File: config.mk
export PLATFORM = sky130hd
export DESIGN_NAME = cmd_resp_capture
export DESIGN_NICKNAME = d
export VERILOG_FILES = /design/src/rtl/cmdresp_pkg.sv /design/src/rtl/rsp_timer.sv /design/src/rtl/rsp_shifter.sv /design/src/rtl/rsp_readout.sv /design/src/rtl/cmd_resp_capture.sv
export SDC_FILE = /design/constraint.sdc
export NUM_CORES = 1
export LEC_CHECK = 0
export CORE_AREA = 3 3 135 163
export DETAILED_ROUTE_END_ITERATION = 7
export DIE_AREA = 0 0 138 166
export GPL_TIMING_DRIVEN = 0
export PLACE_DENSITY_LB_ADDON = 0.08
export SLEW_MARGIN = 0
export SYNTH_ARGS = -nofsm -noshare
export SYNTH_HDL_FRONTEND = slang
export SYNTH_SLANG_ARGS = --single-unit
File: constraint.sdc
create_clock -name clk -period 3.7 [get_ports clk]
set_clock_uncertainty 0.05 [all_clocks]
set_input_delay 0.74 -clock clk [delete_from_list [all_inputs] [get_ports clk]]
set_output_delay 0.74 -clock clk [all_outputs]
set_load 0.01 [all_outputs]
File: src/rtl/cmdresp_pkg.sv
package cmdresp_pkg;

    localparam int LONG_BITS  = 136;
    localparam int SHORT_BITS = 48;
    localparam int HW_BITS    = 16;
    localparam int LONG_HW    = 8;
    localparam int SHORT_HW   = 3;
    localparam int CRC_SPAN   = 40;
    localparam int CRC_W      = 7;

    typedef enum logic [1:0] {
        RT_NONE      = 2'd0,
        RT_SHORT_CRC = 2'd1,
        RT_LONG      = 2'd2,
        RT_SHORT_RAW = 2'd3
    } rtype_e;

    typedef enum logic [1:0] {
        PH_IDLE  = 2'd0,
        PH_WAIT  = 2'd1,
        PH_SHIFT = 2'd2
    } phase_e;

    typedef struct packed {
        logic timeout;
        logic crc_err;
    } rsp_flags_t;

    // one serial step of x^7 + x^3 + 1, message MSB first
    function automatic logic [CRC_W-1:0] crc7_step(input logic [CRC_W-1:0] c,
                                                   input logic b);
        logic fb;
        fb = b ^ c[CRC_W-1];
        return {c[CRC_W-2:0], 1'b0} ^ (fb ? 7'h09 : 7'h00);
    endfunction

endpackage

File: src/rtl/rsp_timer.sv
module rsp_timer #(
    parameter int TO_W = 8
) (
    input  logic            clk,
    input  logic            rst,
    input  logic            clr,
    input  logic            step,
    input  logic [TO_W-1:0] limit,
    output logic            expire
);
    logic [TO_W-1:0] cnt_q;

    // expires on the step that brings the count of idle samples to the limit
    assign expire = step && ({1'b0, cnt_q} + 1'b1 == {1'b0, limit});

    always_ff @(posedge clk) begin
        if (rst || clr) cnt_q <= '0;
        else if (step)  cnt_q <= cnt_q + 1'b1;
    end
endmodule

File: src/rtl/rsp_shifter.sv
module rsp_shifter
    import cmdresp_pkg::*;
#(
    parameter int FRAME_W = LONG_BITS,
    parameter int SR_W    = LONG_HW * HW_BITS,
    parameter int SPAN    = CRC_SPAN,
    localparam int CNT_W  = $clog2(FRAME_W + 1)
) (
    input  logic             clk,
    input  logic             rst,
    input  logic             clr,
    input  logic             shift,
    input  logic             bit_in,
    output logic [SR_W-1:0]  sr,
    output logic [CRC_W-1:0] crc,
    output logic [CNT_W-1:0] nbits
);
    always_ff @(posedge clk) begin
        if (rst || clr) begin
            sr    <= '0;
            crc   <= '0;
            nbits <= '0;
        end else if (shift) begin
            sr    <= {sr[SR_W-2:0], bit_in};
            nbits <= nbits + 1'b1;
            if (nbits < CNT_W'(SPAN))
                crc <= crc7_step(crc, bit_in);
        end
    end

    p_count_bound_r2: assert property (@(posedge clk) disable iff (rst)
        nbits <= CNT_W'(FRAME_W));
endmodule

File: src/rtl/rsp_readout.sv
module rsp_readout
    import cmdresp_pkg::*;
#(
    parameter int HW_W    = HW_BITS,
    parameter int N_LONG  = LONG_HW,
    parameter int N_SHORT = SHORT_HW,
    parameter int SHORT_W = SHORT_BITS,
    localparam int SR_W   = N_LONG * HW_W,
    localparam int PTR_W  = $clog2(N_LONG + 1)
) (
    input  logic             clk,
    input  logic             rst,
    input  logic             clr,
    input  logic             rd,
    input  logic             long_sel,
    input  logic             valid,
    input  logic [SR_W-1:0]  resp,
    output logic [HW_W-1:0]  data,
    output logic [PTR_W-1:0] ptr
);
    logic [HW_W-1:0]  lhw [N_LONG];
    logic [HW_W-1:0]  shw [N_SHORT];
    logic [PTR_W-1:0] len_hw;

    for (genvar g = 0; g < N_LONG; g++) begin : g_long
        assign lhw[g] = resp[SR_W-1-g*HW_W -: HW_W];
    end
    for (genvar g = 0; g < N_SHORT; g++) begin : g_short
        assign shw[g] = resp[SHORT_W-1-g*HW_W -: HW_W];
    end

    assign len_hw = !valid ? '0 : (long_sel ? PTR_W'(N_LONG) : PTR_W'(N_SHORT));

    always_comb begin
        data = '0;
        for (int i = 0; i < N_LONG; i++)
            if (valid && long_sel && ptr == PTR_W'(i)) data = lhw[i];
        for (int i = 0; i < N_SHORT; i++)
            if (valid && !long_sel && ptr == PTR_W'(i)) data = shw[i];
    end

    always_ff @(posedge clk) begin
        if (rst || clr)               ptr <= '0;
        else if (rd && ptr < len_hw)  ptr <= ptr + 1'b1;
    end

    p_ptr_bound_r9: assert property (@(posedge clk) disable iff (rst)
        ptr <= len_hw);
    p_ptr_cleared_r10: assert property (@(posedge clk) disable iff (rst)
        (!$past(rst) && $past(clr)) |-> (ptr == '0));
endmodule

File: src/rtl/cmd_resp_capture.sv
module cmd_resp_capture
    import cmdresp_pkg::*;
#(
    parameter int              TO_W     = 8,
    parameter logic [TO_W-1:0] TO_RESET = '1
) (
    input  logic            clk,
    input  logic            rst,
    input  logic            cmd_start,
    input  logic [1:0]      resp_type,
    input  logic            tmo_wr,
    input  logic [TO_W-1:0] tmo_val,
    input  logic            bit_tick,
    input  logic            cmd_line,
    input  logic            fifo_rd,
    output logic [15:0]     fifo_data,
    output logic            busy,
    output logic            resp_timeout,
    output logic            resp_crc_err,
    output logic            end_cmd_resp
);
    localparam int SR_W  = LONG_HW * HW_BITS;
    localparam int CNT_W = $clog2(LONG_BITS + 1);
    localparam int PTR_W = $clog2(LONG_HW + 1);

    phase_e          phase_q;
    rtype_e          type_q;
    rsp_flags_t      flags_q;
    logic [TO_W-1:0] limit_q;
    logic            end_q;
    logic            have_q;

    logic             wait_high, start_bit, shift_en, last_bit, expire, is_long;
    logic [SR_W-1:0]  sr;
    logic [CRC_W-1:0] crc;
    logic [CNT_W-1:0] nbits, frame_n;
    logic [PTR_W-1:0] ptr;

    assign is_long   = (type_q == RT_LONG);
    assign frame_n   = is_long ? CNT_W'(LONG_BITS) : CNT_W'(SHORT_BITS);
    assign wait_high = !cmd_start && phase_q == PH_WAIT && bit_tick && cmd_line;
    assign start_bit = !cmd_start && phase_q == PH_WAIT && bit_tick && !cmd_line;
    assign last_bit  = !cmd_start && phase_q == PH_SHIFT && bit_tick &&
                       (nbits + 1'b1 == frame_n);
    assign shift_en  = start_bit || (!cmd_start && phase_q == PH_SHIFT && bit_tick);

    rsp_timer #(.TO_W(TO_W)) u_timer (
        .clk(clk), .rst(rst), .clr(cmd_start), .step(wait_high),
        .limit(limit_q), .expire(expire)
    );

    rsp_shifter #(.FRAME_W(LONG_BITS), .SR_W(SR_W), .SPAN(CRC_SPAN)) u_shift (
        .clk(clk), .rst(rst), .clr(cmd_start), .shift(shift_en),
        .bit_in(cmd_line), .sr(sr), .crc(crc), .nbits(nbits)
    );

    rsp_readout #(.HW_W(HW_BITS), .N_LONG(LONG_HW), .N_SHORT(SHORT_HW),
                  .SHORT_W(SHORT_BITS)) u_read (
        .clk(clk), .rst(rst), .clr(cmd_start),
        .rd(fifo_rd && !cmd_start && phase_q == PH_IDLE),
        .long_sel(is_long), .valid(have_q), .resp(sr),
        .data(fifo_data), .ptr(ptr)
    );

    always_ff @(posedge clk) begin
        if (rst) begin
            phase_q <= PH_IDLE;
            type_q  <= RT_NONE;
            flags_q <= '0;
            limit_q <= TO_RESET;
            end_q   <= 1'b0;
            have_q  <= 1'b0;
        end else begin
            end_q <= 1'b0;
            if (tmo_wr) limit_q <= tmo_val;
            if (cmd_start) begin
                type_q  <= rtype_e'(resp_type);
                flags_q <= '0;
                have_q  <= 1'b0;
                if (rtype_e'(resp_type) == RT_NONE) begin
                    phase_q <= PH_IDLE;
                    end_q   <= 1'b1;
                end else begin
                    phase_q <= PH_WAIT;
                end
            end else begin
                unique case (phase_q)
                    PH_WAIT: begin
                        if (start_bit) begin
                            phase_q <= PH_SHIFT;
                        end else if (expire) begin
                            phase_q         <= PH_IDLE;
                            flags_q.timeout <= 1'b1;
                            end_q           <= 1'b1;
                        end
                    end
                    PH_SHIFT: begin
                        if (last_bit) begin
                            phase_q <= PH_IDLE;
                            end_q   <= 1'b1;
                            have_q  <= 1'b1;
                            // before the final shift, sr[6:0] holds the CRC field
                            flags_q.crc_err <= (type_q == RT_SHORT_CRC) &&
                                               (sr[CRC_W-1:0] != crc);
                        end
                    end
                    default: ;
                endcase
            end
        end
    end

    assign busy         = (phase_q != PH_IDLE);
    assign resp_timeout = flags_q.timeout;
    assign resp_crc_err = flags_q.crc_err;
    assign end_cmd_resp = end_q;

    p_flags_excl_r5: assert property (@(posedge clk) disable iff (rst)
        !(resp_timeout && resp_crc_err));
    p_crc_type_r7: assert property (@(posedge clk) disable iff (rst)
        resp_crc_err |-> (type_q == RT_SHORT_CRC));
    p_start_clears_r10: assert property (@(posedge clk) disable iff (rst)
        (!$past(rst) && $past(cmd_start)) |-> (!resp_timeout && !resp_crc_err));
    p_end_idle_r8: assert property (@(posedge clk) disable iff (rst)
        end_cmd_resp |-> !busy);
    p_none_done_r1: assert property (@(posedge clk) disable iff (rst)
        (!$past(rst) && $past(cmd_start) && $past(resp_type) == 2'd0)
        |-> (!busy && end_cmd_resp));
endmodule

==> results of run 1 <==
-- critical path: cells and delay by family, from the launching register on --
family                   cells  cell delay, ps
AO/OA/AOI/OAI                6            1260
buffers and inverters        3             350
AND/OR/NAND/NOR              1             170
flip-flops                   1             400
adder cells (fa/ha/maj)      1             200
-- power groups by stage --
stage / Combinational [W] / Sequential [W] / Clock (W)
finish: 0.000138 / 0.00186 / 0.00184
global route: 0.000153 / 0.00185 / 0.00196
CTS: 0.000140 / 0.00185 / 0.00189
detailed placement: 0.000139 / 0.00190 / 0
global placement: 0.000139 / 0.00190 / 0
floorplan: 0.0000847 / 0.00190 / 0
-- metal layers --
layer	track usage [%]	vias to the layer above	routed length (um)
met1	26.88	3508	11050
met5	0	-	0
met2	34.96	171	11630
li1	-	3825	-
met3	3.514	37	797
met4	7.950	0	732
-- path summary, 6_finish.rpt --
path	to	slack [ps]	depth (start not counted)
setup / recovery	fifo_data[4]	90	11
hold / removal	u_shift.sr[127]$_SDFFE_PP0P_	410	2
setup reg to reg	u_shift.sr[123]$_SDFFE_PP0P_	730	8
hold reg to reg	u_shift.sr[127]$_SDFFE_PP0P_	410	2
-- registers in the layout (all words and copies together), names as in the netlist --
signal / count
u_shift.crc: 7
have_q: 1
resp_crc_err: 1
resp_timeout: 1
limit_q: 8
type_q: 2
u_shift.nbits: 8
u_read.ptr: 4
end_cmd_resp: 1
u_shift.sr: 128
u_timer.cnt_q: 8
phase_q: 2
-- cell families (layout without fill, tap and decap cells) --
logic type               count (synthesis)  count (layout)
AND/OR/NAND/NOR                        444             444
AO/OA/AOI/OAI                          319             319
flip-flops                             171             171
buffers and inverters                   88             157
XOR/XNOR                                37              37
adder cells (fa/ha/maj)                 12              12
multiplexers                             8               8
-- area by class of cell --
type                            instances  area, sq um
Buffer                                 79        390.4
Fill cell                            2074        10730
Inverter                                7        28.78
Clock inverter                         10        140.1
Tap cell                              265        331.6
Multi-Input combinational cell        820         4532
Sequential cell                       171         3435
Timing Repair Buffer                   41        351.6
Clock buffer                           20        456.7
-- through the flow --
stage / area, sq um / total power (W) / worst slack [ps]
2_1_floorplan: 8127 / 0.001981 / 859.5
3_3_place_gp: 8808 / 0.002037 / -584.3
3_5_place_dp: 8808 / 0.002037 / -603.5
4_1_cts: 9620 / 0.003886 / 14.76
5_1_grt: 9666 / 0.003970 / 7.291
6_report: 9666 / 0.003837 / 94.59
-- cells in the final DEF (no fill, tap or decap), drive strengths merged, types with 6 or more instances in the layout --
| master | instances |
|---|---|
| and2 | 6 |
| xor2 | 19 |
| ha | 12 |
| a31oi | 11 |
| nor2b | 13 |
| o22ai | 33 |
| inv | 9 |
| xnor2 | 18 |
| dfxtp | 171 |
| buf | 35 |
| and3 | 6 |
| nor2 | 60 |
| and3b | 6 |
| or3 | 6 |
| nand3 | 17 |
| a21oi | 180 |
| clkdlybuf4s50 | 19 |
| o21ai | 41 |
| a221o | 6 |
| a211o | 11 |
| clkbuf | 76 |
| o211ai | 15 |
| dlygate4sd2 | 9 |
| mux2i | 8 |
| nand2 | 307 |
-- repair_timing --
| item | 4_1_cts | 5_1_grt |
|---|---|---|
| hold buffers | 0 | 0 |
| resized for setup | 90 | 29 |
| endpoints found under the setup margin | 16 | 15 |
| buffers inserted | 4 | 1 |
| pin swaps | 19 | 12 |
| cloned | 1 | 0 |
==> impl_metrics.xml, run 1 <==
<?xml version="1.0" encoding="UTF-8"?>
<metrics>
  <group name="run_status">
    <metric name="run_status" unit="">finished clean</metric>
  </group>
  <group name="drt">
    <metric name="drc" unit="">0</metric>
    <metric name="drtAntennaViolNets" unit="">0</metric>
    <metric name="firstDrtPassIters" unit="">5</metric>
    <metric name="drt_wl_total" unit="mm">24.20</metric>
    <metric name="routed_wire_length_per_instance" unit="um">17.13</metric>
    <metric name="drt-initial-drc-count" unit="">458</metric>
    <metric name="route.vias.total" unit="">7541</metric>
    <metric name="via_per_inst" unit="">5.337</metric>
  </group>
  <group name="yosys">
    <metric name="sequential_cell_area_fraction_in_the_yosys_report" unit="%">42.12</metric>
    <metric name="post_synth_num_cell_types" unit="">60</metric>
    <metric name="synth-adder-area-share" unit="%">1.848</metric>
    <metric name="synthMostInstantiatedCell" unit="">nand2_1</metric>
    <metric name="syn-instance-count" unit="">1079</metric>
    <metric name="avgSynthCellArea" unit="sq um">7.532</metric>
    <metric name="ys_warn_count" unit="">0</metric>
    <metric name="yosysTopAreaCellShare" unit="%">42.12</metric>
    <metric name="complex_gate_fraction_of_the_synthesized_area" unit="%">23.14</metric>
    <metric name="synth.top_cells.by_area" unit="">dfxtp_1, nand2_1, a21oi_1, nor2_1, clkbuf_1</metric>
    <metric name="synth.cell_area" unit="sq um">8127</metric>
    <metric name="synth_simple_gate_area_share" unit="%">23.57</metric>
    <metric name="synth_top_family_by_area" unit="">simple AND/OR/NAND/NOR gates</metric>
    <metric name="synthArstFlopShare" unit="%">0</metric>
    <metric name="post_synth_xor_area_fraction" unit="%">3.988</metric>
    <metric name="ys_seq_elements" unit="">171</metric>
    <metric name="synthFlopType" unit="">dfxtp_1</metric>
    <metric name="synth.net_count" unit="">1108</metric>
    <metric name="muxShareOfSynthArea" unit="%">0.9854</metric>
    <metric name="synth_enable_flop_cells" unit="">0</metric>
    <metric name="synth_largest_area_cell" unit="">dfxtp_1</metric>
    <metric name="netlist_top_cells_count" unit="">nand2_1, a21oi_1, dfxtp_1</metric>
  </group>
  <group name="placement">
    <metric name="place_inst" unit="">1379</metric>
    <metric name="buffer_ports.inserted" unit="">35</metric>
    <metric name="gp_congestion" unit="">0.8527</metric>
    <metric name="half_perimeter_wire_length_after_detailed_placement" unit="mm">17.76</metric>
  </group>
  <group name="timing">
    <metric name="setup_viol" unit="">0</metric>
    <metric name="timing.fmax" unit="GHz">0.2774</metric>
    <metric name="timing.slew.headroom" unit="%">45.63</metric>
    <metric name="grt_setup_unrepaired" unit="">false</metric>
    <metric name="timing_hold_violations_final" unit="">0</metric>
    <metric name="fin_crit_sh" unit="%">97.44</metric>
    <metric name="tns" unit="ps">0</metric>
    <metric name="worst_slew_pin_slew" unit="ps">815.6</metric>
    <metric name="hold_slack" unit="ps">409.4</metric>
    <metric name="final-max-slew-violation-count" unit="">0</metric>
    <metric name="layout_min_cycle_time" unit="ps">3605</metric>
  </group>
  <group name="die">
    <metric name="dieHeight" unit="um">166</metric>
    <metric name="initial_utilization" unit="%">39.84</metric>
    <metric name="floorplan.rows" unit="">57</metric>
    <metric name="die_w" unit="um">138</metric>
    <metric name="ios" unit="">37</metric>
    <metric name="die-area" unit="sq um">22910</metric>
    <metric name="fp.coreArea" unit="sq um">20400</metric>
  </group>
  <group name="critical_path">
    <metric name="timing.critical_path.from" unit="">u_read.ptr[0]$_SDFFE_PP0P_</metric>
    <metric name="critical_path.endpoint_type" unit="">output port</metric>
    <metric name="timing.critical_path.required" unit="ps">2910</metric>
    <metric name="startpoint_type" unit="">flop</metric>
    <metric name="path_class" unit="">flop to output port</metric>
    <metric name="worst_path_max_delay_cell" unit="">a222oi_1</metric>
    <metric name="timing.critical_path.cells" unit="">inv_4 &gt; ha_2 &gt; buf_8 &gt; and3b_1 &gt; a21oi_2 &gt; o21ai_2 &gt; a222oi_1 &gt; a211o_1 &gt; a211oi_1 &gt; a221o_1 &gt; buf_2</metric>
    <metric name="timing.rr.start" unit="">phase_q[1]$_SDFFE_PP0P_</metric>
    <metric name="max_stage_delay" unit="ps">460</metric>
    <metric name="crit_path_max_fo" unit="">10</metric>
    <metric name="worst-endpoint-arrival" unit="ps">2820</metric>
  </group>
  <group name="grt">
    <metric name="grt_pass1_vias" unit="">7146</metric>
    <metric name="grt_pass1_wl" unit="mm">38.61</metric>
    <metric name="grt_antenna_before_repair" unit="">0</metric>
    <metric name="largest_net_degree_at_the_start_of_global_routing" unit="">17</metric>
    <metric name="grt_overflow_total" unit="">0</metric>
    <metric name="grt_use_total" unit="%">20.85</metric>
  </group>
  <group name="power">
    <metric name="worst_voltage_drop_across_the_vdd_grid" unit="mV">0.3182</metric>
    <metric name="power.leakage" unit="nW">3.183</metric>
    <metric name="sequentialPowerShare" unit="%">48.3</metric>
    <metric name="clockPowerShare" unit="%">48.0</metric>
    <metric name="swShare" unit="%">22.10</metric>
    <metric name="internal_power" unit="W">0.002989</metric>
    <metric name="net-switching-power" unit="W">0.0008478</metric>
    <metric name="p_per_area" unit="nW/um^2">397.0</metric>
    <metric name="combinationalPowerShare" unit="%">3.6</metric>
  </group>
  <group name="clock_network">
    <metric name="cts_tree" unit="">yes</metric>
    <metric name="insertion_delay" unit="ps">430</metric>
    <metric name="clk_pin_slew" unit="ps">70</metric>
    <metric name="cts-htree-levels" unit="">4</metric>
    <metric name="clock_sink_count" unit="">171</metric>
    <metric name="cts-buffers-inserted" unit="">17</metric>
    <metric name="cts_max_path_buffers" unit="">2</metric>
    <metric name="cts-root-buf" unit="">clkbuf_16</metric>
  </group>
  <group name="layout">
    <metric name="nets" unit="">1166</metric>
    <metric name="drive_above_1_share" unit="%">9.756</metric>
    <metric name="post_layout_nonfiller_instances" unit="">1413</metric>
    <metric name="insertedDiodeCount" unit="">0</metric>
    <metric name="final_core_util" unit="%">47.39</metric>
    <metric name="syn2layout_area_growth" unit="%">18.94</metric>
  </group>
  <group name="worst_hold_path">
    <metric name="min_delay_worst_type" unit="">flop to flop</metric>
    <metric name="holdCritStartpoint" unit="">u_shift.sr[127]$_SDFFE_PP0P_</metric>
  </group>
  <group name="flow_run">
    <metric name="drv_cap" unit="">0</metric>
  </group>
</metrics>
(Power assumes the default switching activity.)
==> inputs of run 2 (changes only) <==
--- a/config.mk
+++ b/config.mk
@@ -5,6 +5,8 @@
 export SDC_FILE = /design/constraint.sdc
 export NUM_CORES = 1
 export LEC_CHECK = 0
+export CELL_PAD_IN_SITES_DETAIL_PLACEMENT = 0
+export CELL_PAD_IN_SITES_GLOBAL_PLACEMENT = 1
 export CORE_AREA = 3 3 135 163
 export DETAILED_ROUTE_END_ITERATION = 7
 export DIE_AREA = 0 0 138 166
==> impl_metrics.xml, run 2 (synthesis results as in run 1) <==
<?xml version="1.0" encoding="UTF-8"?>
<metrics>
  <group name="clock_network">
    <metric name="cts-hold-fix-buffers" unit="">0</metric>
    <metric name="clock_sink_count" unit="">171</metric>
    <metric name="cts-htree-levels" unit="">4</metric>
    <metric name="cts-buffers-inserted" unit="">17</metric>
    <metric name="cts_max_path_buffers" unit="">2</metric>
    <metric name="cts-root-buf" unit="">clkbuf_16</metric>
    <metric name="insertion_delay" unit="ps">430</metric>
    <metric name="cts_tree" unit="">yes</metric>
    <metric name="clk_pin_slew" unit="ps">70</metric>
  </group>
  <group name="die">
    <metric name="fp.coreArea" unit="sq um">20400</metric>
    <metric name="dieHeight" unit="um">166</metric>
    <metric name="die-area" unit="sq um">22910</metric>
    <metric name="die_w" unit="um">138</metric>
    <metric name="ios" unit="">37</metric>
    <metric name="initial_utilization" unit="%">39.84</metric>
    <metric name="floorplan.rows" unit="">57</metric>
  </group>
  <group name="critical_path">
    <metric name="timing.critical_path.required" unit="ps">2910</metric>
    <metric name="worst-endpoint-arrival" unit="ps">2800</metric>
    <metric name="startpoint_type" unit="">flop</metric>
    <metric name="worst_path_max_delay_cell" unit="">o211ai_1</metric>
    <metric name="cpLargestDelayFamily" unit="">compound AO/OA/AOI/OAI gates</metric>
    <metric name="r2r_end" unit="">u_shift.sr[126]$_SDFFE_PP0P_</metric>
    <metric name="r2r_slack" unit="ps">840</metric>
    <metric name="timing.rr.start" unit="">phase_q[1]$_SDFFE_PP0P_</metric>
    <metric name="worstPathBufferInverterCount" unit="">4</metric>
    <metric name="crit_path_max_fo" unit="">10</metric>
    <metric name="critical_path.endpoint_type" unit="">output port</metric>
    <metric name="max_stage_delay" unit="ps">410</metric>
    <metric name="path_class" unit="">flop to output port</metric>
    <metric name="r2r.worst_path.cells" unit="">9</metric>
    <metric name="timing.critical_path.cells" unit="">and3b_1 &gt; clkbuf_4 &gt; inv_2 &gt; nor3_4 &gt; buf_4 &gt; nand2_4 &gt; o211ai_1 &gt; a31oi_4 &gt; o21ai_0 &gt; a21oi_1 &gt; dlygate4sd2_1</metric>
  </group>
  <group name="grt">
    <metric name="largest_net_degree_at_the_start_of_global_routing" unit="">17</metric>
    <metric name="globalRouteMet1Util" unit="%">27.47</metric>
    <metric name="grt_antenna_before_repair" unit="">0</metric>
    <metric name="use_met3" unit="%">3.341</metric>
    <metric name="grt_use_total" unit="%">21.20</metric>
    <metric name="grt_pass1_wl" unit="mm">39.31</metric>
    <metric name="grt_overflow_total" unit="">0</metric>
    <metric name="grt_pass1_vias" unit="">7236</metric>
    <metric name="grt_most_used_layer" unit="">met2</metric>
    <metric name="met2_routing_resource_usage_after_global_routing" unit="%">35.88</metric>
  </group>
  <group name="power">
    <metric name="p_per_area" unit="nW/um^2">386.1</metric>
    <metric name="worst_voltage_drop_across_the_vdd_grid" unit="mV">0.3014</metric>
    <metric name="finalPower" unit="W">0.003749</metric>
    <metric name="power.leakage" unit="nW">3.203</metric>
  </group>
  <group name="timing">
    <metric name="tns" unit="ps">0</metric>
    <metric name="timing_hold_violations_final" unit="">0</metric>
    <metric name="setup_viol" unit="">0</metric>
    <metric name="layout_min_cycle_time" unit="ps">3591</metric>
    <metric name="timing.slew.headroom" unit="%">44.34</metric>
    <metric name="fin_crit_sh" unit="%">97.06</metric>
    <metric name="final-max-slew-violation-count" unit="">0</metric>
    <metric name="timing.fmax" unit="GHz">0.2785</metric>
    <metric name="worst_slew_pin_slew" unit="ps">834.9</metric>
    <metric name="grt_setup_unrepaired" unit="">true</metric>
  </group>
  <group name="drt">
    <metric name="drt_wl_total" unit="mm">24.68</metric>
    <metric name="drt-initial-drc-count" unit="">497</metric>
    <metric name="drc" unit="">0</metric>
    <metric name="via_per_inst" unit="">5.400</metric>
    <metric name="firstDrtPassIters" unit="">5</metric>
    <metric name="drtAntennaViolNets" unit="">0</metric>
    <metric name="route.vias.total" unit="">7646</metric>
    <metric name="routed_wire_length_per_instance" unit="um">17.43</metric>
  </group>
  <group name="worst_hold_path">
    <metric name="min_delay_worst_endpoint" unit="">resp_timeout$_SDFFE_PP0P_</metric>
    <metric name="min_delay_worst_type" unit="">flop to flop</metric>
    <metric name="holdCritStartpoint" unit="">resp_timeout$_SDFFE_PP0P_</metric>
    <metric name="hold_depth" unit="">2</metric>
  </group>
  <group name="layout">
    <metric name="layout.cells.most_common" unit="">nand2_1</metric>
    <metric name="nets" unit="">1167</metric>
    <metric name="drive_above_1_share" unit="%">9.557</metric>
    <metric name="final_core_util" unit="%">47.60</metric>
    <metric name="insertedDiodeCount" unit="">0</metric>
    <metric name="multi_input_area" unit="sq um">4577</metric>
    <metric name="final-seq-area" unit="sq um">3436</metric>
    <metric name="post_layout_nonfiller_instances" unit="">1416</metric>
    <metric name="syn2layout_area_growth" unit="%">19.48</metric>
    <metric name="final_cell_mix" unit="">nand2_1, a21oi_1, dfxtp_1</metric>
    <metric name="fillerInstances" unit="">2156</metric>
    <metric name="largest_reg_flops" unit="">128</metric>
    <metric name="registers.top_by_ff_count" unit="">u_shift.sr</metric>
  </group>
  <group name="flow_run">
    <metric name="drv_cap" unit="">0</metric>
  </group>
  <group name="placement">
    <metric name="place_inst" unit="">1379</metric>
    <metric name="gp_congestion" unit="">0.7999</metric>
    <metric name="buffer_ports.inserted" unit="">35</metric>
    <metric name="half_perimeter_wire_length_after_detailed_placement" unit="mm">18.16</metric>
  </group>
  <group name="run_status">
    <metric name="run_status" unit="">finished clean</metric>
  </group>
</metrics>
==> run 2: cell types whose count changed in the layout (fill, tap and decap cells not counted), sizes merged <==
| cell | before | now |
|---|---|---|
| clkinvlp | 3 | 2 |
| dlygate4sd2 | 9 | 13 |
| clkbuf | 76 | 77 |
| bufinv | 3 | 1 |
| buf | 35 | 31 |
| clkinv | 2 | 6 |
| inv | 9 | 10 |
==> run 2: how the worst max path moves through the flow <==
stage                               startpoint             to  slack, ps  cells past startpoint
finish                  type_q[0]$_SDFFE_PP0P_   fifo_data[8]        110                     11
global route        u_read.ptr[0]$_SDFFE_PP0P_  fifo_data[13]        -70                     10
CTS                 u_read.ptr[1]$_SDFFE_PP0P_   fifo_data[1]         20                     11
detailed placement  u_read.ptr[0]$_SDFFE_PP0P_   fifo_data[3]       -720                     12
global placement    u_read.ptr[0]$_SDFFE_PP0P_   fifo_data[3]       -760                     12
floorplan           u_read.ptr[0]$_SDFFE_PP0P_  fifo_data[11]        860                     11
==> run 2: layout make-up <==
type | count | area share (%)
Multi-Input combinational cell | 820 | 47.14
Sequential cell | 171 | 35.39
Clock inverter | 12 | 1.186
Timing Repair Buffer | 42 | 3.879
Inverter | 7 | 0.2706
Tap cell | 265 | 3.415
Buffer | 79 | 4.124
Clock buffer | 20 | 4.601
==> run 2: worst min-delay path: stages (launching register included) <==
cell     delay [ps]
dfxtp_1         330
nor2_1           50
nor2_1           60
==> run 2: stage by stage <==
stage | setup slack (ps) | instance area [sq um] | hold WS [ps]
2_1_floorplan | 859.5 | 8127 | 382.0
3_5_place_dp | -723.5 | 8808 | 404.2
4_1_cts | 17.08 | 9630 | 413.3
5_1_grt | -67.38 | 9709 | 435.7
6_report | 108.8 | 9709 | 420.2
3_3_place_gp | -755.7 | 8808 | 391.5
==> run 2: repair_timing <==
| action | 4_1_cts | 5_1_grt |
|---|---|---|
| buffers inserted | 1 | 6 |
| pin swaps | 21 | 6 |
| setup endpoints to repair | 16 | 14 |
| hold endpoints to repair | 0 | 0 |
| gates resized for setup | 90 | 18 |
==> run 2: where the power goes <==
| group | switching [W] | internal (W) | leakage (nW) |
|---|---|---|---|
| Sequential | 0.00000728 | 0.00185 | 1.38 |
| Combinational | 0.0000898 | 0.0000490 | 1.55 |
| Clock | 0.000801 | 0.000954 | 0.273 |
| Total | 0.000898 | 0.00285 | 3.20 |
==> run 2: layer usage <==
metal / share of wire [%] / up-vias
li1: - / 3829
met4: 2.7 / 0
met3: 2.8 / 37
met1: 46 / 3646
met2: 48 / 134
met5: 0 / -
==> inputs of run 3 (changes only) <==
--- a/config.mk
+++ b/config.mk
@@ -12,6 +12,7 @@
 export DIE_AREA = 0 0 138 166
 export GPL_TIMING_DRIVEN = 0
 export PLACE_DENSITY_LB_ADDON = 0.08
+export SKIP_LAST_GASP = 1
 export SLEW_MARGIN = 0
 export SYNTH_ARGS = -nofsm -noshare
 export SYNTH_HDL_FRONTEND = slang
==> impl_metrics.xml, run 3 (synthesis results as in run 1) <==
<?xml version="1.0" encoding="UTF-8"?>
<metrics>
  <group name="run_status">
    <metric name="run_status" unit="">finished clean</metric>
  </group>
  <group name="critical_path">
    <metric name="timing.rr.start" unit="">phase_q[1]$_SDFFE_PP0P_</metric>
    <metric name="timing.critical_path.from" unit="">type_q[0]$_SDFFE_PP0P_</metric>
    <metric name="critical_path.endpoint_type" unit="">output port</metric>
    <metric name="path_class" unit="">flop to output port</metric>
    <metric name="r2r_slack" unit="ps">830</metric>
    <metric name="crit_path_max_fo" unit="">10</metric>
    <metric name="r2r_end" unit="">u_shift.sr[3]$_SDFFE_PP0P_</metric>
    <metric name="worst-endpoint-arrival" unit="ps">2810</metric>
    <metric name="r2r.worst_path.cells" unit="">8</metric>
    <metric name="worstSetupEndpoint" unit="">fifo_data[8]</metric>
    <metric name="startpoint_type" unit="">flop</metric>
    <metric name="timing.critical_path.required" unit="ps">2910</metric>
  </group>
  <group name="placement">
    <metric name="place_inst" unit="">1379</metric>
    <metric name="dpl-instance-area" unit="sq um">8808</metric>
    <metric name="dpl_worst_slack" unit="ps">-723.5</metric>
    <metric name="half_perimeter_wire_length_after_detailed_placement" unit="mm">18.16</metric>
    <metric name="buffer_ports.inserted" unit="">35</metric>
    <metric name="gp_congestion" unit="">0.7999</metric>
  </group>
  <group name="power">
    <metric name="sequentialPowerShare" unit="%">49.5</metric>
    <metric name="clockPowerShare" unit="%">46.8</metric>
    <metric name="worst_voltage_drop_across_the_vdd_grid" unit="mV">0.2986</metric>
    <metric name="power.leakage" unit="nW">3.212</metric>
    <metric name="p_per_area" unit="nW/um^2">386.2</metric>
    <metric name="internal_power" unit="W">0.002850</metric>
    <metric name="swShare" unit="%">23.96</metric>
    <metric name="finalPower" unit="W">0.003749</metric>
    <metric name="combinationalPowerShare" unit="%">3.7</metric>
    <metric name="net-switching-power" unit="W">0.0008980</metric>
  </group>
  <group name="layout">
    <metric name="final_cell_mix" unit="">nand2_1, a21oi_1, dfxtp_1</metric>
    <metric name="layout.cell_area.non_filler" unit="sq um">9706</metric>
    <metric name="post_layout_nonfiller_instances" unit="">1414</metric>
    <metric name="nets" unit="">1165</metric>
    <metric name="syn2layout_area_growth" unit="%">19.43</metric>
    <metric name="insertedDiodeCount" unit="">0</metric>
    <metric name="drive_above_1_share" unit="%">9.574</metric>
    <metric name="registers.top_by_ff_count" unit="">u_shift.sr</metric>
    <metric name="layout.cells.most_common" unit="">nand2_1</metric>
    <metric name="largest_reg_flops" unit="">128</metric>
  </group>
  <group name="timing">
    <metric name="timing.fmax" unit="GHz">0.2778</metric>
    <metric name="worst_slew_pin_slew" unit="ps">845.1</metric>
    <metric name="timing.final.ws_setup" unit="ps">100.3</metric>
    <metric name="timing.slew.headroom" unit="%">43.66</metric>
    <metric name="layout_min_cycle_time" unit="ps">3600</metric>
    <metric name="setup_viol" unit="">0</metric>
    <metric name="final-max-slew-violation-count" unit="">0</metric>
    <metric name="timing_hold_violations_final" unit="">0</metric>
    <metric name="grt_setup_unrepaired" unit="">true</metric>
    <metric name="hold_slack" unit="ps">420.0</metric>
    <metric name="fin_crit_sh" unit="%">97.29</metric>
  </group>
  <group name="clock_network">
    <metric name="cts-htree-levels" unit="">4</metric>
    <metric name="insertion_delay" unit="ps">420</metric>
    <metric name="clk_pin_slew" unit="ps">70</metric>
    <metric name="cts-buffers-inserted" unit="">17</metric>
    <metric name="clock_sink_count" unit="">171</metric>
    <metric name="cts_tree" unit="">yes</metric>
    <metric name="cts-root-buf" unit="">clkbuf_16</metric>
    <metric name="cts_max_path_buffers" unit="">2</metric>
  </group>
  <group name="flow_run">
    <metric name="drv_cap" unit="">0</metric>
  </group>
  <group name="drt">
    <metric name="routed_wire_length_per_instance" unit="um">17.44</metric>
    <metric name="drc" unit="">0</metric>
    <metric name="route.vias.total" unit="">7606</metric>
    <metric name="via_per_inst" unit="">5.379</metric>
    <metric name="drt-initial-drc-count" unit="">558</metric>
    <metric name="drtAntennaViolNets" unit="">0</metric>
    <metric name="firstDrtPassIters" unit="">5</metric>
    <metric name="drt_wl_total" unit="mm">24.66</metric>
  </group>
  <group name="die">
    <metric name="ios" unit="">37</metric>
    <metric name="die_w" unit="um">138</metric>
    <metric name="die-area" unit="sq um">22910</metric>
    <metric name="fp.coreArea" unit="sq um">20400</metric>
    <metric name="initial_utilization" unit="%">39.84</metric>
    <metric name="dieHeight" unit="um">166</metric>
    <metric name="floorplan.rows" unit="">57</metric>
  </group>
  <group name="grt">
    <metric name="grt_overflow_total" unit="">0</metric>
    <metric name="grt_antenna_before_repair" unit="">0</metric>
    <metric name="largest_net_degree_at_the_start_of_global_routing" unit="">17</metric>
    <metric name="grt_pass1_wl" unit="mm">39.31</metric>
    <metric name="grt_use_total" unit="%">21.19</metric>
    <metric name="grt_pass1_vias" unit="">7238</metric>
  </group>
  <group name="worst_hold_path">
    <metric name="min_delay_worst_type" unit="">flop to flop</metric>
  </group>
</metrics>
==> run 3: cell count changes in the layout (fill, tap and decap cells not counted), sizes merged <==
cell / before / now
dlymetal6s2s: 0 / 1
clkbuf: 77 / 76
buf: 31 / 30
dlygate4sd2: 13 / 12
==> run 3: area by class of cell <==
class                           instances  area [sq um]
Fill cell                            2156         10690
Clock buffer                           20         446.7
Timing Repair Buffer                   41         372.9
Buffer                                 78         396.6
Multi-Input combinational cell        820          4581
Clock inverter                         12         115.1
Inverter                                7         26.28
Sequential cell                       171          3436
Tap cell                              265         331.6
==> run 3: routing by layer <==
layer	global-route usage (%)	vias up	share of wire, %
met4	7.391	0	2.8
met2	35.88	143	48
li1	-	3825	-
met3	3.341	38	2.9
met1	27.45	3600	47
met5	0	-	0
==> run 3: worst min path at each step <==
stage / depth (start not counted) / from / end / slack, ps
floorplan: 2 / u_shift.sr[127]$_SDFFE_PP0P_ / u_shift.sr[127]$_SDFFE_PP0P_ / 380
global placement: 2 / u_shift.sr[127]$_SDFFE_PP0P_ / u_shift.sr[127]$_SDFFE_PP0P_ / 390
detailed placement: 2 / u_shift.sr[127]$_SDFFE_PP0P_ / u_shift.sr[127]$_SDFFE_PP0P_ / 400
CTS: 2 / u_shift.sr[127]$_SDFFE_PP0P_ / u_shift.sr[127]$_SDFFE_PP0P_ / 410
global route: 2 / u_shift.sr[71]$_SDFFE_PP0P_ / u_shift.sr[72]$_SDFFE_PP0P_ / 440
finish: 2 / u_shift.sr[67]$_SDFFE_PP0P_ / u_shift.sr[68]$_SDFFE_PP0P_ / 420
==> run 3: stage by stage <==
step,TNS (ps),utilization (%)
after floorplan,0,-
after global placement,-8007,43.18
after detailed placement,-7571,43.18
after CTS,-168.2,47.19
after global routing,-93.70,47.58
final,0,47.58
==> run 3: power by group through the flow <==
stage	sequential, W	clock [W]	combinational, W
final	0.00185	0.00175	0.000139
after CTS	0.00185	0.00178	0.000141
after global placement	0.00190	0	0.000140
after detailed placement	0.00190	0	0.000140
after global routing	0.00186	0.00187	0.000154
after floorplan	0.00190	0	0.0000847
==> run 3: worst max-delay path, stage by stage (launching register included) <==
cell           delay (ps)
dfxtp_2               350
and3b_1               220
clkbuf_4              180
inv_2                  80
nor3_4                180
buf_4                 160
nand2_4                80
o211ai_1              420
a31oi_4               170
o21ai_0               170
a21oi_1                80
dlygate4sd2_1         290
==> run 3: repair_timing <==
action                     4_1_cts  5_1_grt
hold buffers                     0        0
resized for setup               87       24
hold endpoints to repair         0        0
setup endpoints to repair       16       15
setup buffers                    1        5
pin swaps                       21       10
